File: config.mk
export PLATFORM = sky130hd
export DESIGN_NAME = led_blink_ctrl
export DESIGN_NICKNAME = d
export VERILOG_FILES = /design/src/rtl/led_ctrl_pkg.sv /design/src/rtl/led_reg_bank.sv /design/src/rtl/led_blink_timer.sv /design/src/rtl/led_code_dec.sv /design/src/rtl/led_blink_ctrl.sv
export SDC_FILE = /design/constraint.sdc
export NUM_CORES = 1
export LEC_CHECK = 0
export ABC_AREA = 1
export BUFFER_PORTS_ARGS = -buffer_cell sky130_fd_sc_hd__buf_4
export CAP_MARGIN = 10
export CELL_PAD_IN_SITES_DETAIL_PLACEMENT = 1
export CELL_PAD_IN_SITES_GLOBAL_PLACEMENT = 1
export CORE_UTILIZATION = 30
export CTS_CLUSTER_SIZE = 30
export DETAILED_ROUTE_END_ITERATION = 8
export PLACE_DENSITY = 0.63
export SLEW_MARGIN = 0
export SYNTH_ARGS = -nofsm -noshare
export SYNTH_HDL_FRONTEND = slang
export SYNTH_SLANG_ARGS = --single-unit
File: constraint.sdc
create_clock -name clk -period 2.1 [get_ports clk]
set_input_delay 0.42 -clock clk [delete_from_list [all_inputs] [get_ports clk]]
set_output_delay 0.42 -clock clk [all_outputs]
set_load 0.01 [all_outputs]
File: src/rtl/led_ctrl_pkg.sv
package led_ctrl_pkg;

  localparam int NIB_W      = 4;
  localparam int BYTE_W     = 2 * NIB_W;
  localparam int REG_COUNT  = 5;
  localparam int NIB_COUNT  = 2 * REG_COUNT;
  localparam int SLOT_COUNT = 6;

  typedef enum logic [1:0] {
    RATE_NONE,
    RATE_STEADY,
    RATE_SLOW,
    RATE_FAST
  } rate_e;

  typedef enum logic [1:0] {
    HUE_NONE,
    HUE_RED,
    HUE_GREEN,
    HUE_BLUE
  } hue_e;

  typedef struct packed {
    hue_e  hue;
    rate_e rate;
  } drive_t;

  // Nibble n sits in register n/2, high half when n is odd.
  function automatic bit nib_present(int board, int nib);
    if (board == 0) begin
      return nib < 6;
    end
    return (nib == 0) || (nib == 2) || (nib == 6) || (nib == 7) || (nib == 8);
  endfunction

  function automatic int slot_nib(int board, int slot);
    if (board == 0) begin
      return slot;
    end
    case (slot)
      0:       return 0;
      1:       return 2;
      2:       return 6;
      3:       return 7;
      default: return -1;
    endcase
  endfunction

  function automatic int blue_nib(int board);
    return (board == 1) ? 8 : -1;
  endfunction

endpackage

File: src/rtl/led_reg_bank.sv
module led_reg_bank
  import led_ctrl_pkg::*;
#(
  parameter int BOARD  = 0,
  parameter int ADDR_W = 8,
  parameter int BASE   = 32'h20
) (
  input  logic                        clk,
  input  logic                        rst_n,
  input  logic [ADDR_W-1:0]           addr,
  input  logic                        wr_en,
  input  logic [BYTE_W-1:0]           wr_data,
  output logic [BYTE_W-1:0]           rd_data,
  output logic [NIB_COUNT*NIB_W-1:0]  nib_flat
);

  localparam int IDX_W = $clog2(REG_COUNT);

  logic [ADDR_W-1:0] offset;
  logic              hit;
  logic [IDX_W-1:0]  idx;

  assign offset = addr - ADDR_W'(BASE);
  assign hit    = (addr >= ADDR_W'(BASE)) && (offset < ADDR_W'(REG_COUNT));
  assign idx    = offset[IDX_W-1:0];

  for (genvar n = 0; n < NIB_COUNT; n++) begin : g_nib
    if (nib_present(BOARD, n)) begin : g_store
      logic [NIB_W-1:0] code_q;
      logic [NIB_W-1:0] code_d;
      logic             code_en;

      always_comb begin
        code_en = wr_en && hit && (idx == IDX_W'(n / 2));
        code_d  = wr_data[(n % 2) * NIB_W +: NIB_W];
      end

      always_ff @(posedge clk or negedge rst_n) begin
        if (!rst_n) begin
          code_q <= '0;
        end else if (code_en) begin
          code_q <= code_d;
        end
      end

      assign nib_flat[n * NIB_W +: NIB_W] = code_q;
    end else begin : g_absent
      assign nib_flat[n * NIB_W +: NIB_W] = '0;
    end
  end

  logic [BYTE_W-1:0] rd_d;
  logic [BYTE_W-1:0] rd_q;

  always_comb begin
    rd_d = '0;
    for (int r = 0; r < REG_COUNT; r++) begin
      if (hit && (idx == IDX_W'(r))) begin
        rd_d = nib_flat[r * BYTE_W +: BYTE_W];
      end
    end
  end

  always_ff @(posedge clk or negedge rst_n) begin
    if (!rst_n) begin
      rd_q <= '0;
    end else begin
      rd_q <= rd_d;
    end
  end

  assign rd_data = rd_q;

endmodule

File: src/rtl/led_blink_timer.sv
module led_blink_timer #(
  parameter int CLK_HZ = 50_000_000
) (
  input  logic clk,
  input  logic rst_n,
  output logic ph_fast,
  output logic ph_slow,
  output logic [((CLK_HZ / 12) > 1 ? $clog2(CLK_HZ / 12) : 1)-1:0] cnt
);

  localparam int HALF_FAST = (CLK_HZ / 12) > 0 ? (CLK_HZ / 12) : 1;
  localparam int CNT_W     = (HALF_FAST > 1) ? $clog2(HALF_FAST) : 1;

  logic [CNT_W-1:0] cnt_q;
  logic [CNT_W-1:0] cnt_d;
  logic             wrap;
  logic             fast_q;
  logic             fast_d;
  logic             slow_q;
  logic             slow_d;
  logic             slow_en;

  always_comb begin
    wrap    = (cnt_q == CNT_W'(HALF_FAST - 1));
    cnt_d   = wrap ? '0 : cnt_q + CNT_W'(1);
    fast_d  = ~fast_q;
    // slow phase flips on every second fast flip, when fast goes low to high
    slow_en = wrap && !fast_q;
    slow_d  = ~slow_q;
  end

  always_ff @(posedge clk or negedge rst_n) begin
    if (!rst_n) begin
      cnt_q  <= '0;
      fast_q <= 1'b1;
      slow_q <= 1'b1;
    end else begin
      cnt_q <= cnt_d;
      if (wrap) begin
        fast_q <= fast_d;
      end
      if (slow_en) begin
        slow_q <= slow_d;
      end
    end
  end

  assign ph_fast = fast_q;
  assign ph_slow = slow_q;
  assign cnt     = cnt_q;

endmodule

File: src/rtl/led_code_dec.sv
module led_code_dec
  import led_ctrl_pkg::*;
#(
  parameter bit BLUE_SET = 1'b0
) (
  input  logic [NIB_W-1:0] code,
  input  logic             ph_fast,
  input  logic             ph_slow,
  output hue_e             hue,
  output logic             lit
);

  drive_t drv;

  if (BLUE_SET) begin : g_blue
    always_comb begin
      case (code)
        4'b1101: drv = '{hue: HUE_BLUE, rate: RATE_STEADY};
        4'b1110: drv = '{hue: HUE_BLUE, rate: RATE_SLOW};
        4'b1111: drv = '{hue: HUE_BLUE, rate: RATE_FAST};
        default: drv = '{hue: HUE_NONE, rate: RATE_NONE};
      endcase
    end
  end else begin : g_bicolor
    always_comb begin
      case (code)
        4'b0101: drv = '{hue: HUE_RED,   rate: RATE_STEADY};
        4'b1101: drv = '{hue: HUE_GREEN, rate: RATE_STEADY};
        4'b0110: drv = '{hue: HUE_RED,   rate: RATE_SLOW};
        4'b1110: drv = '{hue: HUE_GREEN, rate: RATE_SLOW};
        4'b0111: drv = '{hue: HUE_RED,   rate: RATE_FAST};
        4'b1111: drv = '{hue: HUE_GREEN, rate: RATE_FAST};
        default: drv = '{hue: HUE_NONE,  rate: RATE_NONE};
      endcase
    end
  end

  always_comb begin
    hue = drv.hue;
    case (drv.rate)
      RATE_STEADY: lit = 1'b1;
      RATE_SLOW:   lit = ph_slow;
      RATE_FAST:   lit = ph_fast;
      default:     lit = 1'b0;
    endcase
  end

endmodule

File: src/rtl/led_blink_ctrl.sv
module led_blink_ctrl
  import led_ctrl_pkg::*;
#(
  parameter int CLK_HZ = 50_000_000,
  parameter int BOARD  = 0,
  parameter int ADDR_W = 8,
  parameter int BASE   = 32'h20
) (
  input  logic              clk,
  input  logic              rst_n,
  input  logic [ADDR_W-1:0] addr,
  input  logic              wr_en,
  input  logic [7:0]        wr_data,
  output logic [7:0]        rd_data,
  output logic [5:0]        led_red,
  output logic [5:0]        led_green,
  output logic              led_blue
);

  localparam int HALF_FAST = (CLK_HZ / 12) > 0 ? (CLK_HZ / 12) : 1;
  localparam int CNT_W     = (HALF_FAST > 1) ? $clog2(HALF_FAST) : 1;
  localparam int BLUE_N    = blue_nib(BOARD);

  // asynchronous assertion, release aligned to clk
  logic [1:0] rst_pipe_q;
  logic       rst_sync_n;

  always_ff @(posedge clk or negedge rst_n) begin
    if (!rst_n) begin
      rst_pipe_q <= 2'b00;
    end else begin
      rst_pipe_q <= {rst_pipe_q[0], 1'b1};
    end
  end

  assign rst_sync_n = rst_pipe_q[1];

  logic [NIB_COUNT*NIB_W-1:0] nib_flat;
  logic                       ph_fast;
  logic                       ph_slow;
  logic [CNT_W-1:0]           blink_cnt;

  led_reg_bank #(
    .BOARD  (BOARD),
    .ADDR_W (ADDR_W),
    .BASE   (BASE)
  ) u_bank (
    .clk      (clk),
    .rst_n    (rst_sync_n),
    .addr     (addr),
    .wr_en    (wr_en),
    .wr_data  (wr_data),
    .rd_data  (rd_data),
    .nib_flat (nib_flat)
  );

  led_blink_timer #(
    .CLK_HZ (CLK_HZ)
  ) u_timer (
    .clk     (clk),
    .rst_n   (rst_sync_n),
    .ph_fast (ph_fast),
    .ph_slow (ph_slow),
    .cnt     (blink_cnt)
  );

  for (genvar s = 0; s < SLOT_COUNT; s++) begin : g_slot
    localparam int SN = slot_nib(BOARD, s);
    if (SN >= 0) begin : g_used
      hue_e slot_hue;
      logic slot_lit;

      led_code_dec #(
        .BLUE_SET (1'b0)
      ) u_dec (
        .code    (nib_flat[SN * NIB_W +: NIB_W]),
        .ph_fast (ph_fast),
        .ph_slow (ph_slow),
        .hue     (slot_hue),
        .lit     (slot_lit)
      );

      assign led_red[s]   = slot_lit && (slot_hue == HUE_RED);
      assign led_green[s] = slot_lit && (slot_hue == HUE_GREEN);
    end else begin : g_unused
      assign led_red[s]   = 1'b0;
      assign led_green[s] = 1'b0;
    end
  end

  if (BLUE_N >= 0) begin : g_blue
    hue_e id_hue;
    logic id_lit;

    led_code_dec #(
      .BLUE_SET (1'b1)
    ) u_dec (
      .code    (nib_flat[BLUE_N * NIB_W +: NIB_W]),
      .ph_fast (ph_fast),
      .ph_slow (ph_slow),
      .hue     (id_hue),
      .lit     (id_lit)
    );

    assign led_blue = id_lit && (id_hue == HUE_BLUE);
  end else begin : g_no_blue
    assign led_blue = 1'b0;
  end

endmodule

==> results of run 1 <==
==> cell usage after synthesis, drive strengths merged <==
cell    count
a21oi       3
a311o       1
a31oi       2
and3        1
buf         6
clkbuf      1
conb        2
dfrtp      56
dfstp       2
ha          3
inv        68
nand2     119
nand3      26
nand3b      2
nand4      17
nor2       65
nor3        7
nor3b       1
o211ai      1
o21ai      25
o21bai      1
xnor2       2
xor2        8
==> area by class of cell <==
type / instances / share of cell area (%)
multi-input cells: 286 / 38.0
well taps: 136 / 4.31
inverters: 68 / 6.56
clock inverters: 4 / 0.697
flip-flops and latches: 58 / 36.9
repair buffers: 50 / 9.67
clock buffers: 12 / 3.93
==> per-stage QoR <==
stage / setup TNS (ns) / cell area, µm² / util (%) / hold slack, ns / setup slack (ns)
final: 0 / 3950 / 38.1 / 0.166 / 0.0135
after global routing: -0.287 / 3950 / 38.1 / 0.204 / -0.0644
after CTS: 0 / 3890 / 37.5 / 0.182 / 0.0213
after detailed placement: 0 / 3690 / 35.6 / 0.176 / 0.107
after global placement: 0 / 3690 / 35.6 / 0.168 / 0.166
after floorplan: 0 / 3220 / - / 0.124 / 0.318
==> repair_timing <==
item / CTS / global route
hold buffers: 1 / 0
hold endpoints to repair: 2 / 0
pin swaps: 0 / 4
setup endpoints to repair: 2 / 3
gates cloned: 0 / 0
buffers inserted: 0 / 2
resized for setup: 2 / 8
==> worst max path at each step <==
| stage | from | end | slack (ns) | cells past startpoint |
|---|---|---|---|---|
| after floorplan | addr[5] | u_bank.g_nib[3].g_store.code_q[3]$_DFFE_PN0P_ | 0.32 | 13 |
| after global placement | addr[5] | u_bank.g_nib[4].g_store.code_q[2]$_DFFE_PN0P_ | 0.17 | 12 |
| after detailed placement | addr[5] | u_bank.g_nib[4].g_store.code_q[1]$_DFFE_PN0P_ | 0.11 | 12 |
| after CTS | u_timer.ph_fast$_DFFE_PN1N_ | led_green[1] | 0.02 | 5 |
| after global routing | u_timer.ph_fast$_DFFE_PN1N_ | led_green[1] | -0.06 | 5 |
| final | u_timer.ph_fast$_DFFE_PN1N_ | led_green[1] | 0.01 | 5 |
==> power groups by stage <==
stage                     Clock [mW]  Sequential [mW]  Combinational [mW]
after global routing            1.05             1.17               0.156
after detailed placement           0             1.19               0.137
after CTS                      0.993             1.17               0.140
final                          0.954             1.17               0.137
after global placement             0             1.19               0.134
after floorplan                    0             1.19              0.0701
==> metal layers <==
layer  up-vias  share of wire [%]  global-route usage (%)
li1       1408                  -                       -
met1      1309                 46                    20.6
met2        32                 50                    28.1
met3        10                2.7                    3.09
met4         0                1.7                    7.44
met5         -                  0                       0
==> cell families (layout without fill, tap and decap cells) <==
kind of cell    Yosys count  count (layout)  share of synthesized area (%)
compound gates           33              33                           7.37
xor+xnor                 10              10                           2.72
fa+ha+maj                 3               3                           1.16
buf+inv                  75             134                           9.82
flops                    58              58                           45.1
other cells               2               2                          0.233
simple gates            238             238                           33.6
==> critical path: stages (launching register included) <==
cell and delay, ns:
dfstp_2 0.55, clkinvlp_4 0.15, nand2_2 0.12, a31oi_4 0.09, nor3b_2 0.26, buf_4 0.16
==> registers in the layout (all words and copies together), names as in the netlist <==
signal	flops
u_timer.ph_fast	1
rst_pipe_q	2
u_bank.g_nib.g_store.code_q	24
u_bank.rd_data	8
u_timer.cnt	22
u_timer.ph_slow	1
==> reports/qor.yml, run 1 <==
setup_path:
  r2r-start: "u_timer.cnt[2]$_DFF_PN0_"
  start_kind: "flip-flop"
  r2r_end: "u_timer.cnt[17]$_DFF_PN0_"
  cp-end-kind: "output pin"
  reg2reg_depth: 7
  reg2reg_slack_ns: 0.53
  worstSetupPathType: "flip-flop to output pin"
  critPathMaxFanout: 6
  crit_required_ns: 1.68
  cp.arrival_ns: 1.67
power:
  swShare_pct: 25.5
  power.share.clock_pct: 42.2
  internal_power_mw: 1.68
  power_mw: 2.26
  power_frac_seq_pct: 51.7
  combinationalPowerShare_pct: 6.1
  power_switching_mw: 0.577
  power_leakage_nw: 1.98
  cellPowerDensity_nw_per_um2: 573
  vdd_ir_drop_max_mv: 0.236
finish:
  layout_common_cells: "112 x nand2_1, 66 x inv_1, 59 x nor2_1"
  final_common_cell: "nand2_1"
  drive_above_1_share_pct: 22.0
  register_area_um2: 1460
  fill_cells: 1301
  area.growth.synth_to_final_pct: 22.4
  final_cells: 614
  antenna_cells: 0
  finalNetCount: 495
  multi_input_area_um2: 1500
run:
  drv_cap: 0
detailed_routing:
  first_pass_iters: 4
  post_drt_wl_per_cell_um: 13.7
  drc_errors: 0
  via_count: 2759
  ant_nets: 0
  first_iter_violations: 87
  routed_wl_mm: 8.40
  via_per_inst: 4.49
timing:
  setup_viol: 0
  max_freq_ghz: 0.479
  hold_violations: 0
  rsz0062_at_grt: "true"
  skew_ns: 0.0136
  slew_violations: 0
  finalCritPeriodShare_pct: 99.4
  min_period_ns: 2.09
clocking:
  cts_sinks: 58
  clk_pin_slew_ns: 0.07
  cts-buffers-inserted: 9
  htree_levels: 3
  tritoncts: "built"
  clockRootBuffer: "clkbuf_8"
  clk_latency_ns: 0.34
  cts.path.max_buffers: 2
die:
  start_util_pct: 31.1
  core-area_um2: 10400
  rows: 37
  io_pins: 40
  die_w_um: 106
  chipHeight_um: 106
  die_area_um2: 11200
logic_synthesis:
  synth-warning-count: 0
  ys_seq_area_share_pct: 45.1
  synth_top_area_share_pct: 43.5
  syn_inst: 419
  synth_area_leaders: "dfrtp_1 43%, nand2_1 13%, inv_1 7.8%, nor2_1 6.9%, o21ai_2 4.3%"
  synthesis.area_um2: 3220
  syn_nets: 441
  syn_area_per_cell_um2: 7.70
  synth_top_area_cell: "dfrtp_1"
  ys_ff_latch: 58
  synth_cell_types: 35
global_route:
  grt_usage_pct: 16.6
  grt_pass1_wl_mm: 14.3
  gr-total-overflow: 0
  grt_start_max_net_pins: 28
  grt_pass1_vias: 2858
  antenna_found_initial: 0
placed_design:
  dp_cells: 595
  hpwl_mm: 6.60
  gp_congestion: 0.844
  port-buffer-count: 38
outcome:
  status: "complete, no violations"
worst_hold_path:
  min_path_type: "flip-flop to asynchronous set/reset pin"
No activity file was read; power rests on OpenSTA's default activity.
==> run 2, diff against run 1 <==
- BUFFER_PORTS_ARGS: -buffer_cell sky130_fd_sc_hd__buf_4 -> -buffer_cell sky130_fd_sc_hd__buf_2
==> run 2 against run 1 <==
  * The run now ends with negative setup slack left
  * Via count grew 0.69%
  * Combinational power fell by 7%
  * Routed wire length grew 0.95%
  * Fmax is 0.88% lower
  * Sequential share of layout area grew 0.61 points
  * Die area unchanged
  * Largest power group unchanged
==> reports/qor.yml, run 2 (synthesis gave the netlist of run 1 again) <==
outcome:
  status: "complete, but fails checks"
  violations: "negative setup slack"
setup_path:
  cp.arrival_ns: 1.69  # +0.02 ns
  critPathMaxFanout: 6  # unchanged
  crit_required_ns: 1.68  # about the same
  cp-end-kind: "output pin"
  start_kind: "flip-flop"
  r2r-start: "u_timer.cnt[2]$_DFF_PN0_"
  worstSetupPathType: "flip-flop to output pin"
  crit_start: "u_timer.ph_fast$_DFFE_PN1N_"
finish:
  area.growth.synth_to_final_pct: 20.5
  final_common_cell: "nand2_1"
  utilization_pct: 37.5  # -0.62 points
  register_area_um2: 1460  # unchanged
  layout_common_cells: "113 x nand2_1, 66 x inv_1, 59 x nor2_1"
  multi_input_area_um2: 1490  # -0.83%
  finalNetCount: 496  # +0.20%
  top_register: "u_bank.g_nib.g_store.code_q"
  drive_above_1_share_pct: 22.1  # +0.16 points
  antenna_cells: 0  # unchanged
  largest_register_ffs: 24  # unchanged
  fill_cells: 1315  # +1.1%
detailed_routing:
  first_iter_violations: 66  # -24%
  ant_nets: 0  # unchanged
  via_per_inst: 4.52  # +0.52%
  first_pass_iters: 4  # unchanged
  post_drt_wl_per_cell_um: 13.8  # +0.79%
  routed_wl_mm: 8.48  # +0.95%
  drc_errors: 0  # unchanged
  via_count: 2778  # +0.69%
power:
  swShare_pct: 23.6  # -1.9 points
  internal_power_mw: 1.88  # +12%
  vdd_ir_drop_max_mv: 0.231  # -2.3%
  power_frac_seq_pct: 47.5  # -4.2 points
  power.share.clock_pct: 47.3  # +5.1 points
  power_leakage_nw: 1.99  # +0.61%
  cellPowerDensity_nw_per_um2: 634  # +11%
  combinationalPowerShare_pct: 5.2  # -0.9 points
  power_switching_mw: 0.581  # +0.60%
timing:
  skew_ns: 0.0171  # +0.00352 ns
  hold_violations: 0  # unchanged
  setup_viol: 1  # +1
  worst_hold_slack_ns: 0.164  # -0.00164 ns
  finalCritPeriodShare_pct: 100  # +0.88 points
  setup_slack_ns: -0.00501  # -0.0185 ns
  min_period_ns: 2.11  # +0.0185 ns
  setup_tns_ns: -0.00501  # -0.00501 ns
  rsz0062_at_grt: "true"
  max_freq_ghz: 0.475  # -0.88%
  slew_violations: 0  # unchanged
die:
  core-area_um2: 10400  # unchanged
  start_util_pct: 31.1  # unchanged
  io_pins: 40  # unchanged
  die_w_um: 106  # unchanged
  die_area_um2: 11200  # unchanged
  rows: 37  # unchanged
  chipHeight_um: 106  # unchanged
placed_design:
  pre_cts_ws_ns: 0.122  # +0.0151 ns
  gp_congestion: 0.853  # +1.0%
  port-buffer-count: 38  # unchanged
  hpwl_mm: 6.57  # -0.32%
clocking:
  cts.path.max_buffers: 2  # unchanged
  clk_pin_slew_ns: 0.07  # about the same
  cts-buffers-inserted: 9  # unchanged
  clockRootBuffer: "clkbuf_8"
  htree_levels: 3  # unchanged
  cts_sinks: 58  # unchanged
  tritoncts: "built"
  clk_latency_ns: 0.34  # about the same
worst_hold_path:
  min_path_type: "flip-flop to asynchronous set/reset pin"
global_route:
  antenna_found_initial: 0  # unchanged
  grt_pass1_wl_mm: 14.3  # -0.15%
  grt_usage_pct: 16.5  # -0.15 points
  gr-total-overflow: 0  # unchanged
  grt_pass1_vias: 2877  # +0.66%
  grt_start_max_net_pins: 27  # -3.6%
run:
  drv_cap: 0  # unchanged
-- run 2: final timing paths --
check                                                                     end  slack [ns]  cells after the start
min in group clk                                      rst_pipe_q[1]$_DFF_PN0_        0.36                      0
worst min-delay path                                u_timer.cnt[14]$_DFF_PN0_        0.16                      0
max in group asynchronous       u_bank.g_nib[1].g_store.code_q[2]$_DFFE_PN0P_        1.25                      1
worst min register to register                      u_timer.cnt[14]$_DFF_PN0_        0.16                      0
worst max register to register                      u_timer.cnt[19]$_DFF_PN0_        0.51                      8
worst max-delay path                                             led_green[1]      -0.005                      5
-- run 2: worst max-delay path: stages (launching register included) --
cell and delay, ns:
dfstp_2 0.56, clkinvlp_4 0.14, nand2_1 0.10, a31oi_2 0.13
nor3b_2 0.25, buf_2 0.18
-- run 2: final cells by class --
class / count / share of cell area, %
clock buffer: 11 / 3.64
multi-input combinational: 286 / 38.3
sequential: 58 / 37.5
clock inverter: 5 / 2.00
inverter: 68 / 6.67
tap: 136 / 4.38
timing repair buffer: 51 / 7.57
-- run 2: routing by layer --
layer / up-vias / routed length (µm) / track usage (%)
li1: 1413 / - / -
met3: 6 / 170 / 3.46
met5: - / 0 / 0
met1: 1325 / 4000 / 20.9
met4: 0 / 99 / 6.45
met2: 34 / 4200 / 27.3
-- run 2: per-stage QoR --
stage | instances | instance area (µm²) | power [mW]
floorplan | 419 | 3220 | 1.26
global placement | 594 | 3580 | 1.31
detailed placement | 594 | 3580 | 1.32
CTS | 611 | 3820 | 2.50
global route | 615 | 3880 | 2.56
finish | 615 | 3880 | 2.46
-- run 2: power groups by stage --
stage / registers [mW] / clock network [mW] / logic (mW)
global placement: 1.19 / 0 / 0.124
detailed placement: 1.19 / 0 / 0.128
floorplan: 1.19 / 0 / 0.0701
finish: 1.17 / 1.16 / 0.128
global route: 1.17 / 1.24 / 0.147
CTS: 1.17 / 1.21 / 0.130
-- run 2: what timing repair did --
action,CTS,global route
resized for setup,2,6
cloned,0,0
hold buffers,1,0
pin swaps,0,6
setup endpoints to repair,2,4
endpoints found under the hold margin,2,0
setup buffers,0,4
